<file path="src/rtl/i2cmon_pkg.sv">
package i2cmon_pkg;

    // Bit order of the two-wire bundle; the filter generate loop indexes by it.
    localparam int LINE_COUNT = 2;
    localparam int IDX_SDA    = 0;
    localparam int IDX_SCL    = 1;

    typedef struct packed {
        logic scl;
        logic sda;
    } wire_pair_t;

    typedef struct packed {
        logic start;
        logic stop;
    } bus_event_t;

    typedef enum logic {
        BUS_IDLE = 1'b0,
        BUS_BUSY = 1'b1
    } bus_state_t;

    localparam wire_pair_t PAIR_IDLE = '{scl: 1'b1, sda: 1'b1};

    // Count limit for a given setting: the line flips on the W-th
    // differing sample, i.e. when the counter has reached W-1.
    function automatic int unsigned accept_limit(input int unsigned base,
                                                 input int unsigned sel);
        return base + sel - 1;
    endfunction

endpackage

</file>
<file path="src/rtl/i2cmon_sync.sv">
module i2cmon_sync #(
    parameter int         WIDTH     = 2,
    parameter int         STAGES    = 2,
    parameter logic [0:0] RESET_LVL = 1'b1
) (
    input  logic             clk,
    input  logic             rst,
    input  logic [WIDTH-1:0] d,
    output logic [WIDTH-1:0] q
);

    logic [STAGES-1:0][WIDTH-1:0] stage_q;

    always_ff @(posedge clk) begin
        if (rst) begin
            for (int k = 0; k < STAGES; k++) begin
                stage_q[k] <= {WIDTH{RESET_LVL}};
            end
        end else begin
            stage_q[0] <= d;
            for (int k = 1; k < STAGES; k++) begin
                stage_q[k] <= stage_q[k-1];
            end
        end
    end

    assign q = stage_q[STAGES-1];

endmodule

</file>
<file path="src/rtl/i2cmon_glitch_filter.sv">
module i2cmon_glitch_filter #(
    parameter int SEL_BITS = 4,
    parameter int BASE_W   = 3
) (
    input  logic                clk,
    input  logic                rst,
    input  logic                en,
    input  logic [SEL_BITS-1:0] sel,
    input  logic                d,
    output logic                q
);

    localparam int MAX_W = BASE_W + (1 << SEL_BITS) - 1;
    localparam int CNT_W = $clog2(MAX_W + 1);

    logic [CNT_W-1:0] run_q;
    logic [CNT_W-1:0] limit;

    always_comb begin
        limit = CNT_W'(i2cmon_pkg::accept_limit(BASE_W, int'(sel)));
    end

    always_ff @(posedge clk) begin
        if (rst || !en) begin
            q     <= 1'b1;
            run_q <= '0;
        end else if (d == q) begin
            // sample agrees with the current level: any run is broken
            run_q <= '0;
        end else if (run_q >= limit) begin
            q     <= d;
            run_q <= '0;
        end else begin
            run_q <= run_q + 1'b1;
        end
    end

endmodule

</file>
<file path="src/rtl/i2cmon_cond_detect.sv">
module i2cmon_cond_detect
    import i2cmon_pkg::*;
(
    input  logic       clk,
    input  logic       rst,
    input  logic       en,
    input  wire_pair_t line,
    output bus_event_t evt,
    output bus_state_t state
);

    wire_pair_t line_d;
    logic       scl_steady;
    bus_event_t evt_next;

    always_comb begin
        scl_steady     = line.scl && line_d.scl;
        evt_next.start = en && scl_steady && line_d.sda && !line.sda;
        evt_next.stop  = en && scl_steady && !line_d.sda && line.sda;
    end

    always_ff @(posedge clk) begin
        if (rst || !en) begin
            line_d <= PAIR_IDLE;
            evt    <= '0;
            state  <= BUS_IDLE;
        end else begin
            line_d <= line;
            evt    <= evt_next;
            if (evt_next.start) begin
                state <= BUS_BUSY;
            end else if (evt_next.stop) begin
                state <= BUS_IDLE;
            end
        end
    end

endmodule

</file>
<file path="src/rtl/i2c_bus_monitor.sv">
module i2c_bus_monitor
    import i2cmon_pkg::*;
#(
    parameter int SEL_BITS    = 4,
    parameter int BASE_W      = 3,
    parameter int SYNC_STAGES = 2
) (
    input  logic                clk,
    input  logic                rst,
    input  logic                en_i,
    input  logic [SEL_BITS-1:0] nf_sel_i,
    input  logic                scl_raw_i,
    input  logic                sda_raw_i,
    output logic                scl_f_o,
    output logic                sda_f_o,
    output logic                start_o,
    output logic                stop_o,
    output logic                busy_o
);

    wire_pair_t raw_pair;
    wire_pair_t sync_pair;
    wire_pair_t filt_pair;
    bus_event_t evt;
    bus_state_t state;

    logic [LINE_COUNT-1:0] sync_bits;
    logic [LINE_COUNT-1:0] filt_bits;

    assign raw_pair.scl = scl_raw_i;
    assign raw_pair.sda = sda_raw_i;

    i2cmon_sync #(
        .WIDTH    (LINE_COUNT),
        .STAGES   (SYNC_STAGES),
        .RESET_LVL(1'b1)
    ) u_sync (
        .clk(clk),
        .rst(rst),
        .d  (raw_pair),
        .q  (sync_bits)
    );

    assign sync_pair = wire_pair_t'(sync_bits);

    for (genvar i = 0; i < LINE_COUNT; i++) begin : g_line
        i2cmon_glitch_filter #(
            .SEL_BITS(SEL_BITS),
            .BASE_W  (BASE_W)
        ) u_filt (
            .clk(clk),
            .rst(rst),
            .en (en_i),
            .sel(nf_sel_i),
            .d  (sync_bits[i]),
            .q  (filt_bits[i])
        );
    end

    assign filt_pair = wire_pair_t'(filt_bits);

    i2cmon_cond_detect u_cond (
        .clk  (clk),
        .rst  (rst),
        .en   (en_i),
        .line (filt_pair),
        .evt  (evt),
        .state(state)
    );

    assign scl_f_o = filt_pair.scl;
    assign sda_f_o = filt_pair.sda;
    assign start_o = evt.start;
    assign stop_o  = evt.stop;
    assign busy_o  = (state == BUS_BUSY);

endmodule

</file>
<file path="config.mk">
export PLATFORM = sky130hd
export DESIGN_NAME = i2c_bus_monitor
export DESIGN_NICKNAME = d
export VERILOG_FILES = /design/src/rtl/i2cmon_pkg.sv /design/src/rtl/i2cmon_sync.sv /design/src/rtl/i2cmon_glitch_filter.sv /design/src/rtl/i2cmon_cond_detect.sv /design/src/rtl/i2c_bus_monitor.sv
export SDC_FILE = /design/constraint.sdc
export NUM_CORES = 1
export LEC_CHECK = 0
export BUFFER_PORTS_ARGS = -buffer_cell sky130_fd_sc_hd__buf_4
export CORE_MARGIN = 1
export CORE_UTILIZATION = 53
export DETAILED_ROUTE_END_ITERATION = 8
export PLACE_DENSITY = 0.72
export SYNTH_ARGS = -nofsm -noshare
export SYNTH_HDL_FRONTEND = slang
export SYNTH_SLANG_ARGS = --single-unit
</file>
<file path="constraint.sdc">
create_clock -name clk -period 1.75 [get_ports clk]
set_input_delay 0.175 -clock clk [delete_from_list [all_inputs] [get_ports clk]]
set_output_delay 0.175 -clock clk [all_outputs]
set_load 0.01 [all_outputs]
</file>
==> Yosys cells after proc, flatten, opt, wreduce, memory -nomap -nowiden <==
Cells that the tools add are included.
{ "word_totals": {"inputBits": 9, "ff_bits": 21, "elab_cells": 38, "out_inout_bits": 5} }
{ "classes": {"muxes": 2, "addsub": 4, "bitwise": 2, "magnitude_cmp": 2, "n_reduce_logical": 15, "n_eq_ne": 2} }
{ "ops": {"columns": ["cell", "count"], "rows": [
  ["5-bit by 1-bit adder with 5-bit output (second input constant)", 2],
  ["5-bit greater-or-equal comparator", 2],
  ["1-bit logical AND", 6],
  ["3-bit OR reduction", 2],
  ["2-bit by 4-bit adder with 5-bit output (first input constant)", 1],
  ["5-bit by 1-bit subtractor with 5-bit output (second input constant)", 1],
  ["2-bit AND reduction", 2],
  ["1-bit zero test", 3],
  ["1-bit == test", 2],
  ["1-bit 2-to-1 mux", 2],
  ["1-bit NOT", 2],
  ["2-bit nonzero test", 1],
  ["1-bit logical OR", 1]
]} }

==> Logic depth before layout (Yosys ltp) <==
{ "logic_depth": {"depth_word": 6, "ltp_mapped": 6, "mapped_depth_nobuf": 6} }

==> Cells and area by module <==
A second synthesis with hierarchy kept.
{ "unflattened": {"cells_unflattened": 108, "hier_area_um2": 1056.0} }
{ "by_module_without_submodules": {"columns": ["mod", "area_each_um2", "instances", "seq_area_each_um2", "cells_each"], "rows": [
  ["i2cmon_glitch_filter", 376.6, 2, 120.1, 41],
  ["i2cmon_cond_detect", 182.7, 1, 100.1, 16],
  ["i2cmon_sync", 120.1, 1, 80.1, 10]
]} }

==> Worst setup path after synthesis <==
OpenSTA, ideal clock, no wires.
{ "synth_timing": {"kind": "register to register", "from": "register g_line[1].u_filt.run_q[0]", "to": "register g_line[1].u_filt.q", "path_stages_with_launch": 7, "t_required_ns": 1.629, "arrival_time_ns": 1.366, "path_slack_ns": 0.263, "n_path_buf": 0, "setup_ns": 0.121, "period_less_slack_ns": 1.487, "path_cell_list": "dfxtp_1 inv_1 ha_1 nand2b_1 a221oi_1 o21ai_1 mux2i_1"} }
{ "synth_between": {"elab_chain_cells": 2} }
{ "synth_rtl": {"columns": ["item", "line", "source"], "rows": [
  ["start, declared", "i2cmon_glitch_filter.sv:16", "logic [CNT_W-1:0] run_q;"],
  ["start signal, assigned", "i2cmon_glitch_filter.sv:34", "run_q <= run_q + 1'b1;"],
  ["5-bit greater-or-equal comparator", "i2cmon_glitch_filter.sv:30", "end else if (run_q >= limit) begin"],
  ["2-bit AND reduction (no source line)", null, null],
  ["end signal, assigned", "i2cmon_glitch_filter.sv:25", "q <= 1'b1;"],
  ["end signal, assigned", "i2cmon_glitch_filter.sv:31", "q <= d;"],
  ["end, declared", "i2cmon_glitch_filter.sv:10", "output logic q"]
]} }
Every way passes these cells.
A chain may end at the register's enable or synchronous reset.

==> Worst setup path in the final report <==
{ "layout_timing": {"from": "register g_line[1].u_filt.run_q[0]", "to": "register g_line[1].u_filt.run_q[4]"} }
{ "layout_between": {"elab_chain_cells": 2, "elab_cells_between_ends": 3, "classes_between": "add/sub (1); order compare (1); reduce/logical (1)"} }
{ "layout_rtl": {"columns": ["item", "line"], "rows": [
  ["5-bit greater-or-equal comparator", "i2cmon_glitch_filter.sv:30"],
  ["3-bit OR reduction (no source line)", null]
]} }
Parallel ways exist; a longest one is shown, timed or not.

==> impl_metrics.toml <==
[layout]
drive_gt1_share_pct = 22.5
nFillCells = 133
multi_input_comb_area_um2 = 473
regArea_um2 = 420
nets = 130
synthToLayoutAreaGrowth_pct = 16.0
antennaDiodeCount = 0

[setup_path]
startpoint = "g_line[1].u_filt.run_q[0]"
critical-path-slowest-cell = "dfxtp_1"
reg2reg_from = "g_line[1].u_filt.run_q[0]"
arrival_ps = 1840
cp_num_cells = 6
endpoint_kind = "flop"
critPathCapture = "g_line[1].u_filt.run_q[4]"
crit_family = "compound AO/OA/AOI/OAI gates"
crit_type = "reg2reg"
slowest_delay_ps = 390
crit_buf_inv = 1
path_cells = "inv_1 -> ha_1 -> nand2b_1 -> a221oi_1 -> o211ai_2 -> nor2_1"
required_ps = 2000
r2r_cells = 6
r2r_slack_ps = 150
critPathMaxFanout = 5
start_kind = "flop"
timing.rr.end = "g_line[1].u_filt.run_q[4]"

[hold_path]
hold_class = "in2reg"
holdCritStartpoint = "sda_raw_i"

[yosys]
postSynthCellCount = 95
synth_top_area_share_pct = 45.7
postSynthAreaPerCell_um2 = 9.69
synth_most_common_cell = "dfxtp_1"
postSynth.asyncResetShare_pct = 0
synthTopCellsByArea = "dfxtp_1, ha_1, nor2_1, xnor2_1, xor2_1"
synth_nets = 113
seq_area_frac_synth_pct = 45.7
synth_warnings = 0
ys_types = 21
yosys-top-cells-count = "dfxtp_1, nor2_1, ha_1, inv_1, nand3_1"
syn-cell-area_um2 = 921
synth_flop_cell = "dfxtp_1"
synth_edf_count = 0
synth_top_area_cell = "dfxtp_1"
yosys_register_bits = 21

[grt]
grt_max_degree = 13
track_usage_pct = 16.7
grt_pass1_wl_mm = 2.39
antenna_found_initial = 0
grt_pass1_vias = 608
grt_remaining_overflow = 0

[detailed_routing]
drtPass1Iterations = 6
wirelength_mm = 1.43
drtIter0Drc = 6
vias_per_cell = 5.20
remaining_drc_errors = 2
antenna_left = 0
route.vias.total = 661
wl_per_cell_um = 11.2

[clock_tree]
postCtsSetupBuffers = 0
clk_pin_slew_ps = 120
cts_sinks = 21
clk_path_buf_depth = 2
clkLatencyLatePin_ps = 300
cts_tree = "done"
numCtsBuffers = 3
htreeDepth = 1
cts_root_buf = "clkbuf_4"

[pwr]
p_per_area_mw_per_mm2 = 725
p_sw_share_pct = 22.5
clock_power_share_pct = 29.0
p_comb_share_pct = 8.2
seq_power_share_pct = 62.8
leakage_nw = 0.427
internal_power_uw = 601
switchingPower_uw = 174
ir_worst_vdd_mv = 0.506
total_power_uw = 775

[die]
ios = 14
die-area_mm2 = 0.00191
core_mm2 = 0.00156
die_w_um = 43.7
die_y_um = 43.7
rows = 14
start_util_pct = 59.1

[timing]
fin_crit_sh_pct = 91.2
fin_setup_tns_ps = 0
tightest_slew_ps = 377
relSlewSlack_pct = 74.9
maxSlewViolCount = 0
whs_ps = 48.1
rsz0062_at_grt = "no"
finalCriticalPeriod_ps = 1600
fin_skew_ps = 14.8
setup-violations-final = 0
hold_violations = 0
fmaxAchievable_mhz = 627

[job]
maxCapViolCount = 0

[placed_design]
port_buffers = 13
gp_congestion = 0.754
dp_hpwl_mm = 1.14

[run_status]
violations = "design-rule violations"
status = "finished with violations"
[registers in the layout, summed over array words and instances (netlist names)]
signal / count
g_line.u_filt.run_q: 10
u_sync.stage_q: 2
u_sync.q: 2
u_cond.evt: 2
g_line.u_filt.q: 2
u_cond.state: 1
u_cond.line_d: 2
[worst reg2reg max path, cell delays in order, from the launching register on]
cell and delay (ps):
dfxtp_1 390, inv_1 50, ha_1 260, nand2b_1 140, a221oi_1 380, o211ai_2 200
nor2_1 130
[layer usage]
layer	wire, µm	vias to the layer above	GRT usage, %
met5	0	-	0
met4	9	0	7.50
met3	53	2	2.50
met2	664	12	29.0
met1	698	291	20.2
li1	-	356	-
[stage by stage]
step / util (%) / instances / worst slack, ps / cell area (µm²)
floorplan: - / 95 / 263 / 921
global placement: 66.4 / 123 / 204 / 1030
detailed placement: 66.4 / 123 / 152 / 1030
CTS: 68.1 / 127 / 137 / 1060
global route: 68.5 / 127 / 35.5 / 1070
finish: 68.5 / 127 / 155 / 1070
[cell usage in the layout, fill, tap and decap left out, types with 2 or more instances in the layout]
cell type	instances
or2_2	5
dfxtp_1	21
o211ai_2	2
o221ai_1	2
nand2b_1	3
mux2i_1	2
nor2_1	16
ha_1	9
xnor2_1	5
xor2_1	4
a31oi_1	2
nand3_1	6
o21ai_1	2
inv_1	8
clkbuf_4	3
buf_4	13
[how the worst min path moves through the flow]
stage          slack, ps  depth (start not counted)                end
2_1_floorplan        280                          1  u_sync.stage_q[0]
3_3_place_gp         360                          2  u_sync.stage_q[1]
3_5_place_dp         370                          2  u_sync.stage_q[0]
4_1_cts               40                          2  u_sync.stage_q[0]
5_1_grt               40                          2  u_sync.stage_q[0]
6_report              50                          2  u_sync.stage_q[0]
[timing repair]
action / 4_1_cts / 5_1_grt
hold buffers: 0 / 0
setup endpoints to repair: 0 / 1
resized for setup: 0 / 1
[final cells by class]
cell class                 instances  area share (%)
sequential                        21            39.3
tap                               16            1.87
timing repair buffer              13            9.13
inverter                           8            2.81
clock inverter                     1           0.468
clock buffer                       3            2.11
multi-input combinational         65            44.3
[power by group through the flow]
stage	Clock (mW)	Combinational, mW	Sequential [mW]
6_report	0.225	0.0635	0.486
5_1_grt	0.247	0.0716	0.487
4_1_cts	0.233	0.0628	0.487
3_5_place_dp	0	0.0624	0.497
3_3_place_gp	0	0.0604	0.497
2_1_floorplan	0	0.0386	0.496
[logic make-up (layout without fill, tap and decap cells)]
kind of cell             after synthesis  after routing  synth area share [%]
AO/OA/AOI/OAI                         13             13                  11.0
XOR/XNOR                               9              9                  8.56
adder cells (fa/ha/maj)                9              9                  12.2
buffers and inverters                  9             25                  3.67
flip-flops                            21             21                  45.7
multiplexers                           2              2                  2.17
AND/OR/NAND/NOR                       32             32                  16.7
Power figures use the tool's default switching activity.
